==> src/rtl/gsp_pkg.sv <==
package gsp_pkg;

    typedef enum logic [1:0] {
        SNS_OFF  = 2'b00,
        SNS_RSVD = 2'b01,
        SNS_HIGH = 2'b10,
        SNS_LOW  = 2'b11
    } sense_e;

    typedef struct packed {
        sense_e sense;
        logic   disc;
        logic   dir;
    } pin_cfg_t;

    localparam int CFG_W = $bits(pin_cfg_t);

    localparam pin_cfg_t CFG_RESET = '{sense: SNS_OFF, disc: 1'b0, dir: 1'b0};

endpackage

==> src/rtl/gsp_cfg_bank.sv <==
module gsp_cfg_bank
    import gsp_pkg::*;
#(
    parameter int NPINS = 32,
    localparam int IDX_W = (NPINS > 1) ? $clog2(NPINS) : 1
) (
    input  logic             clk,
    input  logic             rst_n,
    input  logic             cfg_we,
    input  logic [IDX_W-1:0] cfg_pin,
    input  pin_cfg_t         cfg_wdata,
    output logic [NPINS-1:0] dir_mask,
    output logic [NPINS-1:0] conn_mask,
    output logic [NPINS-1:0] sense_en,
    output logic [NPINS-1:0] sense_lvl
);

    typedef struct packed {
        pin_cfg_t [NPINS-1:0] cfg;
    } bank_t;

    bank_t st_d, st_q;

    always_comb begin
        st_d = st_q;
        for (int i = 0; i < NPINS; i++) begin
            if (cfg_we && (cfg_pin == IDX_W'(i))) begin
                st_d.cfg[i] = cfg_wdata;
            end
        end
    end

    always_ff @(posedge clk or negedge rst_n) begin
        if (!rst_n) begin
            for (int i = 0; i < NPINS; i++) begin
                st_q.cfg[i] <= CFG_RESET;
            end
        end else begin
            st_q <= st_d;
        end
    end

    for (genvar g = 0; g < NPINS; g++) begin : g_decode
        assign dir_mask[g]  = st_q.cfg[g].dir;
        assign conn_mask[g] = ~st_q.cfg[g].disc;
        assign sense_en[g]  = st_q.cfg[g].sense[1];
        assign sense_lvl[g] = (st_q.cfg[g].sense == SNS_HIGH);
    end

endmodule

==> src/rtl/gsp_sync.sv <==
module gsp_sync #(
    parameter int NPINS  = 32,
    parameter int STAGES = 2
) (
    input  logic             clk,
    input  logic             rst_n,
    input  logic [NPINS-1:0] pad_in,
    output logic [NPINS-1:0] sync_out
);

    typedef struct packed {
        logic [STAGES-1:0][NPINS-1:0] stg;
    } sync_t;

    sync_t st_d, st_q;

    always_comb begin
        st_d        = st_q;
        st_d.stg[0] = pad_in;
        for (int s = 1; s < STAGES; s++) begin
            st_d.stg[s] = st_q.stg[s-1];
        end
    end

    always_ff @(posedge clk or negedge rst_n) begin
        if (!rst_n) begin
            st_q <= '0;
        end else begin
            st_q <= st_d;
        end
    end

    assign sync_out = st_q.stg[STAGES-1];

endmodule

==> src/rtl/gsp_detect.sv <==
module gsp_detect #(
    parameter int NPINS = 32,
    parameter int REARM = 3,
    localparam int CNT_W = $clog2(REARM + 1)
) (
    input  logic             clk,
    input  logic             rst_n,
    input  logic [NPINS-1:0] in_sync,
    input  logic [NPINS-1:0] conn_mask,
    input  logic [NPINS-1:0] sense_en,
    input  logic [NPINS-1:0] sense_lvl,
    input  logic [NPINS-1:0] latch_clr,
    output logic             detect,
    output logic [NPINS-1:0] hit_latch
);

    localparam logic [CNT_W-1:0] LAST_QUIET = CNT_W'(REARM - 1);

    typedef struct packed {
        logic             fired;
        logic [CNT_W-1:0] quiet;
        logic [NPINS-1:0] latch;
    } det_t;

    det_t st_d, st_q;

    logic [NPINS-1:0] match;
    logic             any_match;

    assign match     = conn_mask & sense_en & ~(in_sync ^ sense_lvl);
    assign any_match = |match;

    always_comb begin
        st_d       = st_q;
        st_d.latch = (st_q.latch & ~latch_clr) | match;
        if (!st_q.fired) begin
            st_d.quiet = '0;
            if (any_match) begin
                st_d.fired = 1'b1;
            end
        end else if (any_match) begin
            st_d.quiet = '0;
        end else if (st_q.quiet == LAST_QUIET) begin
            st_d.fired = 1'b0;
            st_d.quiet = '0;
        end else begin
            st_d.quiet = st_q.quiet + 1'b1;
        end
    end

    always_ff @(posedge clk or negedge rst_n) begin
        if (!rst_n) begin
            st_q <= '0;
        end else begin
            st_q <= st_d;
        end
    end

    assign detect    = st_q.fired;
    assign hit_latch = st_q.latch;

    // Independent run-length of no-match cycles, used only by the checks below.
    logic [CNT_W-1:0] chk_run;
    always_ff @(posedge clk or negedge rst_n) begin
        if (!rst_n) begin
            chk_run <= '0;
        end else if (any_match) begin
            chk_run <= '0;
        end else if (chk_run != CNT_W'(REARM)) begin
            chk_run <= chk_run + 1'b1;
        end
    end

    AST_RISE_NEEDS_MATCH: assert property (@(posedge clk) disable iff (!rst_n)
        $rose(detect) |-> $past(any_match)) else $error("detect rose with no match");

    AST_HOLD_WHILE_MATCH: assert property (@(posedge clk) disable iff (!rst_n)
        (detect && any_match) |=> detect) else $error("detect dropped during match");

    AST_FALL_AFTER_QUIET: assert property (@(posedge clk) disable iff (!rst_n)
        $fell(detect) |-> (chk_run >= CNT_W'(REARM))) else $error("detect fell too early");

    AST_DISC_NO_LATCH: assert property (@(posedge clk) disable iff (!rst_n)
        (hit_latch & ~$past(hit_latch) & ~$past(conn_mask)) == '0) else $error("disconnected pin latched");

    AST_LATCH_CLEARED: assert property (@(posedge clk) disable iff (!rst_n)
        (hit_latch & $past(latch_clr) & ~$past(match)) == '0) else $error("latch not cleared");

endmodule

==> src/rtl/gsp_out.sv <==
module gsp_out #(
    parameter int NPINS = 32
) (
    input  logic             clk,
    input  logic             rst_n,
    input  logic             out_wr,
    input  logic [NPINS-1:0] out_wdata,
    input  logic [NPINS-1:0] out_set,
    input  logic [NPINS-1:0] out_clr,
    input  logic [NPINS-1:0] dir_mask,
    input  logic [NPINS-1:0] ovr_en,
    input  logic [NPINS-1:0] ovr_out,
    input  logic [NPINS-1:0] ovr_oe,
    output logic [NPINS-1:0] pad_out,
    output logic [NPINS-1:0] pad_oe
);

    typedef struct packed {
        logic [NPINS-1:0] word;
    } out_t;

    out_t st_d, st_q;

    always_comb begin
        st_d = st_q;
        if (out_wr) begin
            st_d.word = out_wdata;
        end
        st_d.word = (st_d.word | out_set) & ~out_clr;
    end

    always_ff @(posedge clk or negedge rst_n) begin
        if (!rst_n) begin
            st_q <= '0;
        end else begin
            st_q <= st_d;
        end
    end

    for (genvar g = 0; g < NPINS; g++) begin : g_mux
        assign pad_out[g] = ovr_en[g] ? ovr_out[g] : st_q.word[g];
        assign pad_oe[g]  = ovr_en[g] ? ovr_oe[g]  : dir_mask[g];
    end

    AST_CLR_TAKES: assert property (@(posedge clk) disable iff (!rst_n)
        (st_q.word & $past(out_clr)) == '0) else $error("clear mask ignored");

    AST_SET_TAKES: assert property (@(posedge clk) disable iff (!rst_n)
        (~st_q.word & $past(out_set) & ~$past(out_clr)) == '0) else $error("set mask ignored");

endmodule

==> src/rtl/gsp_port.sv <==
module gsp_port
    import gsp_pkg::*;
#(
    parameter int NPINS       = 32,
    parameter int SYNC_STAGES = 2,
    parameter int REARM       = 3,
    localparam int IDX_W = (NPINS > 1) ? $clog2(NPINS) : 1
) (
    input  logic             clk,
    input  logic             rst_n,
    input  logic             cfg_we,
    input  logic [IDX_W-1:0] cfg_pin,
    input  logic [CFG_W-1:0] cfg_wdata,
    input  logic             out_wr,
    input  logic [NPINS-1:0] out_wdata,
    input  logic [NPINS-1:0] out_set,
    input  logic [NPINS-1:0] out_clr,
    input  logic [NPINS-1:0] latch_clr,
    input  logic [NPINS-1:0] pad_in,
    input  logic [NPINS-1:0] ovr_en,
    input  logic [NPINS-1:0] ovr_out,
    input  logic [NPINS-1:0] ovr_oe,
    output logic [NPINS-1:0] pad_out,
    output logic [NPINS-1:0] pad_oe,
    output logic [NPINS-1:0] in_word,
    output logic             detect,
    output logic [NPINS-1:0] hit_latch
);

    logic [NPINS-1:0] dir_mask;
    logic [NPINS-1:0] conn_mask;
    logic [NPINS-1:0] sense_en;
    logic [NPINS-1:0] sense_lvl;
    logic [NPINS-1:0] sync_raw;

    gsp_cfg_bank #(.NPINS(NPINS)) u_cfg (
        .clk       (clk),
        .rst_n     (rst_n),
        .cfg_we    (cfg_we),
        .cfg_pin   (cfg_pin),
        .cfg_wdata (pin_cfg_t'(cfg_wdata)),
        .dir_mask  (dir_mask),
        .conn_mask (conn_mask),
        .sense_en  (sense_en),
        .sense_lvl (sense_lvl)
    );

    gsp_sync #(.NPINS(NPINS), .STAGES(SYNC_STAGES)) u_sync (
        .clk      (clk),
        .rst_n    (rst_n),
        .pad_in   (pad_in),
        .sync_out (sync_raw)
    );

    assign in_word = sync_raw & conn_mask;

    gsp_detect #(.NPINS(NPINS), .REARM(REARM)) u_det (
        .clk       (clk),
        .rst_n     (rst_n),
        .in_sync   (in_word),
        .conn_mask (conn_mask),
        .sense_en  (sense_en),
        .sense_lvl (sense_lvl),
        .latch_clr (latch_clr),
        .detect    (detect),
        .hit_latch (hit_latch)
    );

    gsp_out #(.NPINS(NPINS)) u_out (
        .clk       (clk),
        .rst_n     (rst_n),
        .out_wr    (out_wr),
        .out_wdata (out_wdata),
        .out_set   (out_set),
        .out_clr   (out_clr),
        .dir_mask  (dir_mask),
        .ovr_en    (ovr_en),
        .ovr_out   (ovr_out),
        .ovr_oe    (ovr_oe),
        .pad_out   (pad_out),
        .pad_oe    (pad_oe)
    );

    AST_DISC_READS_ZERO: assert property (@(posedge clk) disable iff (!rst_n)
        (in_word & ~conn_mask) == '0) else $error("disconnected pin visible");

endmodule

==> config.mk <==
export PLATFORM = sky130hd
export DESIGN_NAME = gsp_port
export DESIGN_NICKNAME = d
export VERILOG_FILES = /design/src/rtl/gsp_pkg.sv /design/src/rtl/gsp_cfg_bank.sv /design/src/rtl/gsp_sync.sv /design/src/rtl/gsp_detect.sv /design/src/rtl/gsp_out.sv /design/src/rtl/gsp_port.sv
export SDC_FILE = /design/constraint.sdc
export NUM_CORES = 1
export LEC_CHECK = 0
export CAP_MARGIN = 20
export CORE_UTILIZATION = 46
export DETAILED_ROUTE_END_ITERATION = 10
export PLACE_DENSITY = 0.78
export RECOVER_POWER = 50
export SKIP_LAST_GASP = 1
export SYNTH_ARGS = -nofsm -noshare
export SYNTH_HDL_FRONTEND = slang
export SYNTH_HIERARCHICAL = 1
export SYNTH_SLANG_ARGS = --single-unit
==> constraint.sdc <==
create_clock -name clk -period 1.87 [get_ports clk]
set_input_delay 0.374 -clock clk [delete_from_list [all_inputs] [get_ports clk]]
set_output_delay 0.374 -clock clk [all_outputs]
set_load 0.1 [all_outputs]
# Word level (Yosys, flattened, before mapping)
# Index checks and enable logic that the tools add are counted.
# classes
addsub	1
eq_ne	64
n_mux	71
bitwise	43
reduce_logical	34
# ops
op	count
32-bit AND	5
32-bit NOT	3
5-bit equality test (second input constant)	16
1-bit two-way mux	67
2-bit equality test (second input constant)	33
32-bit OR	2
5-bit by 4-bit equality test with 1-bit output (second input constant)	8
1-bit logical AND	32
32-bit two-way mux	1
1-bit NOT	32
32-bit OR reduction	1
32-bit bitwise XOR	1
5-bit by 3-bit equality test with 1-bit output (second input constant)	4
5-bit by 2-bit equality test with 1-bit output (second input constant)	2
5-bit by 1-bit equality test with 1-bit output (second input constant)	1
5-bit logical NOT	1
2-bit two-way mux	2
3-bit two-way mux	1
2-bit by 1-bit adder with 2-bit output (second input constant)	1
# totals
reg_bits	259
out_inout_bits	129
elab_cells	315

# Longest topological paths before layout
# Gate-level depths: netlist of run 1.
# depth
word_depth	8
depth_mapped	7

# Cells and area by module
# Netlist of run 1, hierarchy kept.
# modules_own_cells
module	instances	cells_each	area_each_um2	seq_area_each_um2
gsp_cfg_bank	1	445	5790.6	3203.1
gsp_out	1	196	2193.4	800.8
gsp_detect	1	221	2009.4	875.8
gsp_sync	1	64	1601.5	1601.5
gsp_port	1	32	200.2	0.0

# Worst setup path before layout of run 1
# No wires, ideal clock.
# synth_timing
path_kind	register to register
start	reg u_cfg/st_q[81] in the netlist's numbering
end	reg u_det.st_q (netlist bit u_det/detect)
setup_ns	0.119
arrival_ns	2.136
t_required_ns	1.751
path_slack_ns	-0.385
path_stages_with_launch	8
path_buffers	0
path_cell_list	dfrtp_1 inv_1 and2_1 xor2_1 o22ai_1 nor4_1 nand4_1 a21o_2
# synth_rtl
element	line_no	rtl
start, declared	gsp_cfg_bank.sv:22	bank_t st_d, st_q;
start signal, assigned	gsp_cfg_bank.sv:39	st_q <= st_d;
end signal, assigned	gsp_detect.sv:55	st_q <= st_d;
end, declared	gsp_detect.sv:25	det_t st_d, st_q;

==> results of run 1 <==
Yosys cell counts, types with 2 or more instances:
| cell type | instances |
|---|---|
| dfrtp_1 | 259 |
| o22ai_1 | 48 |
| and4bb_2 | 3 |
| nor4_1 | 4 |
| nand4b_1 | 3 |
| mux2_1 | 2 |
| mux2_2 | 190 |
| nand2_1 | 45 |
| clkbuf_1 | 12 |
| buf_12 | 3 |
| xor2_1 | 32 |
| nor3_2 | 4 |
| buf_2 | 3 |
| a21oi_1 | 32 |
| nand2b_1 | 3 |
| and2_1 | 32 |
| mux2i_1 | 32 |
| nor2b_1 | 34 |
| inv_1 | 96 |
| and2b_1 | 3 |
| nand4_1 | 2 |
| nor2_1 | 14 |
| buf_4 | 96 |
per-layer routing:
layer,track usage,wire [um],vias to the layer above
met5,0,13,-
met4,0.0566,581,2
li1,-,-,3872
met3,0.0498,2230,42
met2,0.447,17300,308
met1,0.291,12300,4196
through the flow:
step | total power (uW) | TNS [ns] | util | cell area, sq um
2_1_floorplan | 12700 | 0 | - | 11900
3_3_place_gp | 15500 | -22.16 | 0.681 | 17100
5_1_grt | 22600 | -0.317 | 0.738 | 18600
3_5_place_dp | 15600 | -25.54 | 0.681 | 17100
4_1_cts | 21800 | -0.120 | 0.730 | 18400
6_report | 21800 | -0.103 | 0.738 | 18600
final cells by class:
class	count	area, sq um	area share
Clock buffer	40	764	0.0412
Inverter	96	360	0.0194
Timing Repair Buffer	475	5840	0.315
Clock inverter	10	208	0.0112
Sequential cell	259	6480	0.349
Antenna cell	1	2.50	0.000135
Tap cell	330	413	0.0222
Multi-Input combinational cell	488	4500	0.242
report_power, final:
group	internal, uW	switching (uW)
Combinational	3680	5150
Clock	3660	2170
Sequential	6470	644
Total	13800	7960
critical path: cells and delay by family (launching register included):
kind	cells	cell delay, ns
and+or+nand+nor	4	0.92
buffers and inverters	2	0.25
xor gates and xnor gates	1	0.18
AOI/OAI and AO/OA	1	0.10
DFF	1	0.38
registers in the layout, indices dropped and copies added, names as in the netlist:
name	cells
u_det/detect	1
u_cfg/dir_mask	32
u_sync/sync_out	32
u_out/st_q	32
u_det/hit_latch	32
u_cfg/st_q	64
u_sync/st_d	32
u_cfg/sense_en	32
u_det/st_q	2
worst max-delay path by stage:
stage | from | endpoint | slack (ns) | cells after the start
floorplan | u_cfg/st_q[17]$_DFFE_PN0P_ | u_det/detect$_DFF_PN0_ | 0.03 | 7
global placement | cfg_pin[2] | u_cfg/st_q[29]$_DFFE_PN0P_ | -0.25 | 4
detailed placement | cfg_pin[1] | u_cfg/dir_mask[18]$_DFFE_PN0P_ | -0.26 | 5
CTS | u_cfg/st_q[49]$_DFFE_PN0P_ | u_det/st_q[32]$_DFF_PN0_ | -0.1 | 8
global route | u_cfg/sense_en[15]$_DFFE_PN0P_ | u_det/st_q[32]$_DFF_PN0_ | -0.13 | 7
finish | u_cfg/st_q[57]$_DFFE_PN0P_ | u_det/st_q[32]$_DFF_PN0_ | -0.06 | 8
logic make-up (layout without fill, tap and decap cells):
family	Yosys count	in the layout	synth area share
DFF	259	259	0.549
muxes	224	224	0.210
buffers and inverters	211	621	0.103
and+or+nand+nor	151	151	0.0737
AOI/OAI and AO/OA	81	81	0.0398
xor gates and xnor gates	32	32	0.0238
other	0	1	0
timing repair:
action | 4_1_cts | 5_1_grt
gates resized for setup | 31 | 37
buffers inserted | 17 | 3
hold endpoints to repair | 48 | 0
hold buffers | 1 | 0
endpoints found under the setup margin | 11 | 8
pin swaps | 8 | 7
==> key figures, run 1 <==
Outcome
  • Status: complete, but fails checks
  • Failing checks: negative setup slack

Logic synthesis
  • Largest cells by area after synthesis: dfrtp_1 55%, mux2_2 18%, buf_4 6.1%
  • Synth Instances: about 960
  • EDFF count, synth: 0
  • Main flop type after synthesis: dfrtp_1
  • Yosys top cell by area: dfrtp_1
  • Yosys warnings: 6
  • Syn Nets: 1,227
  • Seq cells post-synth: 259
  • Synth Area per Inst: 12.3 sq um
  • Netlist cell types: 29
  • Synth Cell Area: approximately 12,000 sq um
  • Post-synth top area share: 0.549
  • Ys async rst share: 1.00
  • Seq/Total Area, Yosys: 0.549

Worst setup path
  • R2r worst-path depth: 8
  • CP max stage delay: between 0.3 and 0.4 ns
  • Critical Path AT: 2.36 ns
  • CP Cell Sequence: inv_2 > and2_4 > xor2_2 > o22ai_2 > nor4_2 > buf_4 > nand4_1 > nor4b_2
  • Worst Setup Start Kind: flop
  • FF-to-FF End: u_det/st_q[32]$_DFF_PN0_
  • Reg-to-Reg Start: u_cfg/st_q[57]$_DFFE_PN0P_
  • R2R Setup Slk: -0.06 ns
  • Setup crit end kind: flop
  • Maximum fanout along the worst path: 3
  • Critical path's slowest cell: dfrtp_1
  • Critical path required time: around 2.3 ns
  • Critical setup path kind: reg2reg

CTS
  • CTS Buf Count: 27
  • TritonCTS clock tree: built
  • Clock buffer depth: 3
  • H-Tree Depth: 1
  • Skew-Pair Late Insertion Delay: 0.53 ns
  • Sink Count: 259
  • Clk slew on worst S/H paths: 0.06 ns
  • Root Driver: clkbuf_16

Pwr
  • LEAKAGE: about 0.0085 uW
  • Worst ir drop on vdd: around 830 uV
  • PwrDens: 1170 nW/um^2

Cells and area
  • Commonest non-fill, non-tap cell in the layout: dfrtp_1
  • Post-layout instance count excluding filler cells: 1,699
  • Fillers: 1,626
  • Fin nets: between 1,500 and 2,000
  • Most frequent cells in the layout: 258 x dfrtp_1, 227 x clkdlybuf4s50_1, 188 x mux2_2
  • Syn-to-layout area delta: 57.5%
  • Share of cells above drive strength 1: 0.391

STA
  • Period minus WS final: 1.93 ns
  • Skew final: 0.00719 ns
  • Fmax: 517 MHz
  • Worst hold margin: 0.341 ns
  • Slew Limit Headroom: 0.0760
  • Final Slew Violations: 0
  • RSZ-0062 raised after global routing: true
  • # setup viols final: 2
  • Fin. Hold Viols: 0
  • Worst-Margin Slew: 1.39 ns
  • Fin crit share: 1.03
  • Setup WS post-layout: -0.0646 ns

Placement
  • Port bufs: 397
  • Placed instance count: 1,628
  • Post-detail-place hpwl: between 20,000 and 25,000 um
  • Global placement routability congestion: about 0.8
  • Worst slack, placed: -0.260 ns

Die
  • Core ar.: about 25,000 sq um
  • Die ar.: ~26,000 sq um
  • Die height: around 160 um
  • Boundary Pins: 398
  • Die Width: 162 um
  • Starting density of the core: 0.468
  • Site Rows: 58

Route
  • DRC: 0
  • Initial DRT Pass Iterations: 4
  • Vias/cell: between 4 and 5
  • Initial DRC Count: 289
  • Total Wirelength: 32,500 um
  • Vias: between 8,000 and 9,000
  • DRT antenna net count: 0
  • Drt wl/cell: around 19 um

Global route
  • Vias in the first global route: roughly 9,200
  • First-pass GRT wire length: 49,000 um
  • Initial antenna violation count: 3
  • Largest net degree at the start of global routing: 56
  • Grt total ovfl: 0
  • Aggregate global-route resource usage: 0.244

Worst hold path
  • WHS Endpoint: u_sync/sync_out[31]$_DFF_PN0_
  • Hold Crit Depth: 0
  • Min-delay src: u_sync/st_d[63]$_DFF_PN0_
  • Hold crit path type: reg2reg

Run
  • Max-cap violations: 0
Note: power is estimated with default switching activity, not from simulation.
==> inputs of run 2 (changes only) <==
--- a/config.mk
+++ b/config.mk
@@ -6,6 +6,7 @@
 export NUM_CORES = 1
 export LEC_CHECK = 0
 export CAP_MARGIN = 20
+export CORE_MARGIN = 3
 export CORE_UTILIZATION = 46
 export DETAILED_ROUTE_END_ITERATION = 10
 export PLACE_DENSITY = 0.78
==> constraint.sdc (replaced) <==
create_clock -name clk -period 1.8 [get_ports clk]
set_input_delay 0.36 -clock clk [delete_from_list [all_inputs] [get_ports clk]]
set_output_delay 0.36 -clock clk [all_outputs]
set_load 0.1 [all_outputs]
==> key figures, run 2 (same netlist as run 1, synthesis figures left out) <==
Worst setup path
  • Setup crit end kind: flop
  • R2R Setup Slk: -0.13 ns (-0.07 ns)
  • Maximum fanout along the worst path: 3 (unchanged)
  • Worst Setup Start Kind: flop
  • R2r worst-path depth: 8 (unchanged)
  • Critical Path AT: 2.35 ns (about the same)
  • Worst setup startpoint: u_cfg/st_q[53]$_DFFE_PN0P_
  • Critical setup path kind: reg2reg
  • Reg-to-Reg Start: u_cfg/st_q[53]$_DFFE_PN0P_
  • Critical path required time: 2.21 ns (-0.09 ns)
  • FF-to-FF End: u_det/detect$_DFF_PN0_

STA
  • Setup WS post-layout: -0.135 ns (-0.0702 ns)
  • Final Slew Violations: 0 (unchanged)
  • Worst-Margin Slew: 1.17 ns (-0.217 ns)
  • # setup viols final: 3 (+1)
  • Fmax: 517 MHz (about the same)
  • Skew final: 0.0104 ns (+0.00318 ns)
  • RSZ-0062 raised after global routing: true
  • Fin crit share: 1.07 (+0.0404)
  • Worst hold margin: 0.343 ns (+0.00222 ns)
  • Fin. Hold Viols: 0 (unchanged)
  • Period minus WS final: 1.93 ns (+0.000228 ns)
  • Slew Limit Headroom: 0.221 (+0.145)

Die
  • Die ar.: 27,600 sq um (+5.0%)
  • Starting density of the core: 0.477 (+0.00822)
  • Die height: 166 um (+2.5%)
  • Core ar.: 24,700 sq um (-1.7%)
  • Boundary Pins: 398 (unchanged)
  • Die Width: 166 um (+2.5%)
  • Site Rows: 57 (-1.7%)

Global route
  • First-pass GRT wire length: 51,800 um (+5.5%)
  • Vias in the first global route: 9,374 (+2.2%)
  • Aggregate global-route resource usage: 0.236 (-0.00798)
  • Grt total ovfl: 0 (unchanged)
  • Largest net degree at the start of global routing: 64 (+14%)
  • Initial antenna violation count: 5 (+2)

Worst hold path
  • Hold Crit Depth: 0 (unchanged)
  • Hold crit path type: reg2reg
  • WHS Endpoint: u_sync/sync_out[0]$_DFF_PN0_
  • Min-delay src: u_sync/st_d[32]$_DFF_PN0_

CTS
  • Clk slew on worst S/H paths: 0.06 ns (about the same)
  • Root Driver: clkbuf_16
  • CTS Buf Count: 28 (+3.7%)
  • Clock buffer depth: 3 (unchanged)
  • TritonCTS clock tree: built
  • Skew-Pair Late Insertion Delay: 0.53 ns (about the same)
  • H-Tree Depth: 1 (unchanged)
  • Sink Count: 259 (unchanged)

Cells and area
  • Seq. cell area: 6480 sq um (about the same)
  • Area of the multi-input gates: 4510 sq um (+0.14%)
  • Largest Register: u_cfg/st_q
  • Syn-to-layout area delta: 59.2%
  • Max reg flops: 64 (unchanged)
  • Fin nets: 1,636 (+1.2%)
  • Commonest non-fill, non-tap cell in the layout: dfrtp_1
  • Share of cells above drive strength 1: 0.413 (+0.0222)
  • Most frequent cells in the layout: 259 x dfrtp_1, 221 x clkdlybuf4s50_1, 174 x mux2_2
  • Fillers: 1,542 (-5.2%)

Pwr
  • Worst ir drop on vdd: 880 uV (+6.0%)
  • Total Power: 22,500 uW (+3.4%)
  • PwrDens: 1200 nW/um^2 (+2.3%)
  • LEAKAGE: 0.00870 uW (+2.5%)

Route
  • DRC: 0 (unchanged)
  • Vias: 8,537 (+1.4%)
  • Vias/cell: 4.98 (+0.50%)
  • Initial DRC Count: 370 (+28%)
  • DRT antenna net count: 0 (unchanged)
  • Total Wirelength: 34,000 um (+4.8%)
  • Drt wl/cell: 19.9 um (+3.9%)
  • Initial DRT Pass Iterations: 4 (unchanged)

Run
  • Max-cap violations: 0 (unchanged)

Outcome
  • Status: complete, but fails checks
  • Failing checks: negative setup slack

Placement
  • Worst slack, placed: -0.315 ns (-0.0552 ns)
  • Global placement routability congestion: 0.841 (+3.0%)
  • Port bufs: 397 (unchanged)
  • Post-detail-place hpwl: 24,900 um (+4.5%)
[run 2: cell types whose count changed in the layout (fill, tap and decap cells not counted), sizes merged]
cell	before	now
clkdlybuf4s50	227	221
buf	210	229
dlymetal6s2s	0	5
bufinv	6	2
dlygate4sd2	3	4
clkinv	3	12
inv	97	96
clkbuf	42	38
clkinvlp	0	2
[run 2: worst max path at each step]
stage / end / slack (ns) / cells past startpoint
finish: u_det/detect$_DFF_PN0_ / -0.13 / 8
global route: u_det/st_q[32]$_DFF_PN0_ / -0.24 / 8
CTS: u_det/st_q[32]$_DFF_PN0_ / -0.14 / 8
detailed placement: u_cfg/st_q[50]$_DFFE_PN0P_ / -0.32 / 5
global placement: u_cfg/st_q[50]$_DFFE_PN0P_ / -0.27 / 5
floorplan: u_det/detect$_DFF_PN0_ / 0.01 / 7
[run 2: layer usage]
layer / share of wire / wire, um / global-route usage
met1: 0.38 / 12900 / 0.277
met2: 0.53 / 18200 / 0.437
met3: 0.067 / 2300 / 0.0583
met4: 0.017 / 592 / 0.0492
met5: 0.0013 / 43 / 0
[run 2: area by class of cell]
| cell class | instances | area share |
|---|---|---|
| sequential | 259 | 0.345 |
| timing repair buffer | 494 | 0.324 |
| multi-input combinational | 488 | 0.240 |
| clock buffer | 36 | 0.0427 |
| tap | 324 | 0.0216 |
| inverter | 96 | 0.0192 |
| clock inverter | 16 | 0.00720 |
| antenna | 1 | 0.000133 |
[run 2: power by group]
part	internal (uW)	leakage (uW)	switching (uW)	total (uW)
clock network	3420	0.000471	2300	5730
registers	6720	0.00323	686	7410
logic	3980	0.00499	5400	9370
[run 2: critical path: stages (launching register included)]
cell,delay (ns)
dfrtp_1,0.40
inv_2,0.07
and2_4,0.16
xor2_2,0.19
o22ai_2,0.11
nor4_4,0.33
buf_4,0.18
nand4_1,0.16
a21o_2,0.23
[run 2: through the flow]
stage	TNS, ns	std cells	util	area [sq um]
6_report	-0.390	1714	0.759	18800
5_1_grt	-2.30	1714	0.759	18800
4_1_cts	-0.316	1698	0.745	18400
3_5_place_dp	-29.98	1636	0.698	17300
3_3_place_gp	-26.04	1636	0.698	17300
2_1_floorplan	0	958	-	11900
[run 2: repair_timing]
item	in CTS	in global routing
hold endpoints to repair	39	0
hold buffers	1	0
pin swaps	7	15
setup buffers	9	21
resized for setup	39	73
endpoints found under the setup margin	22	46
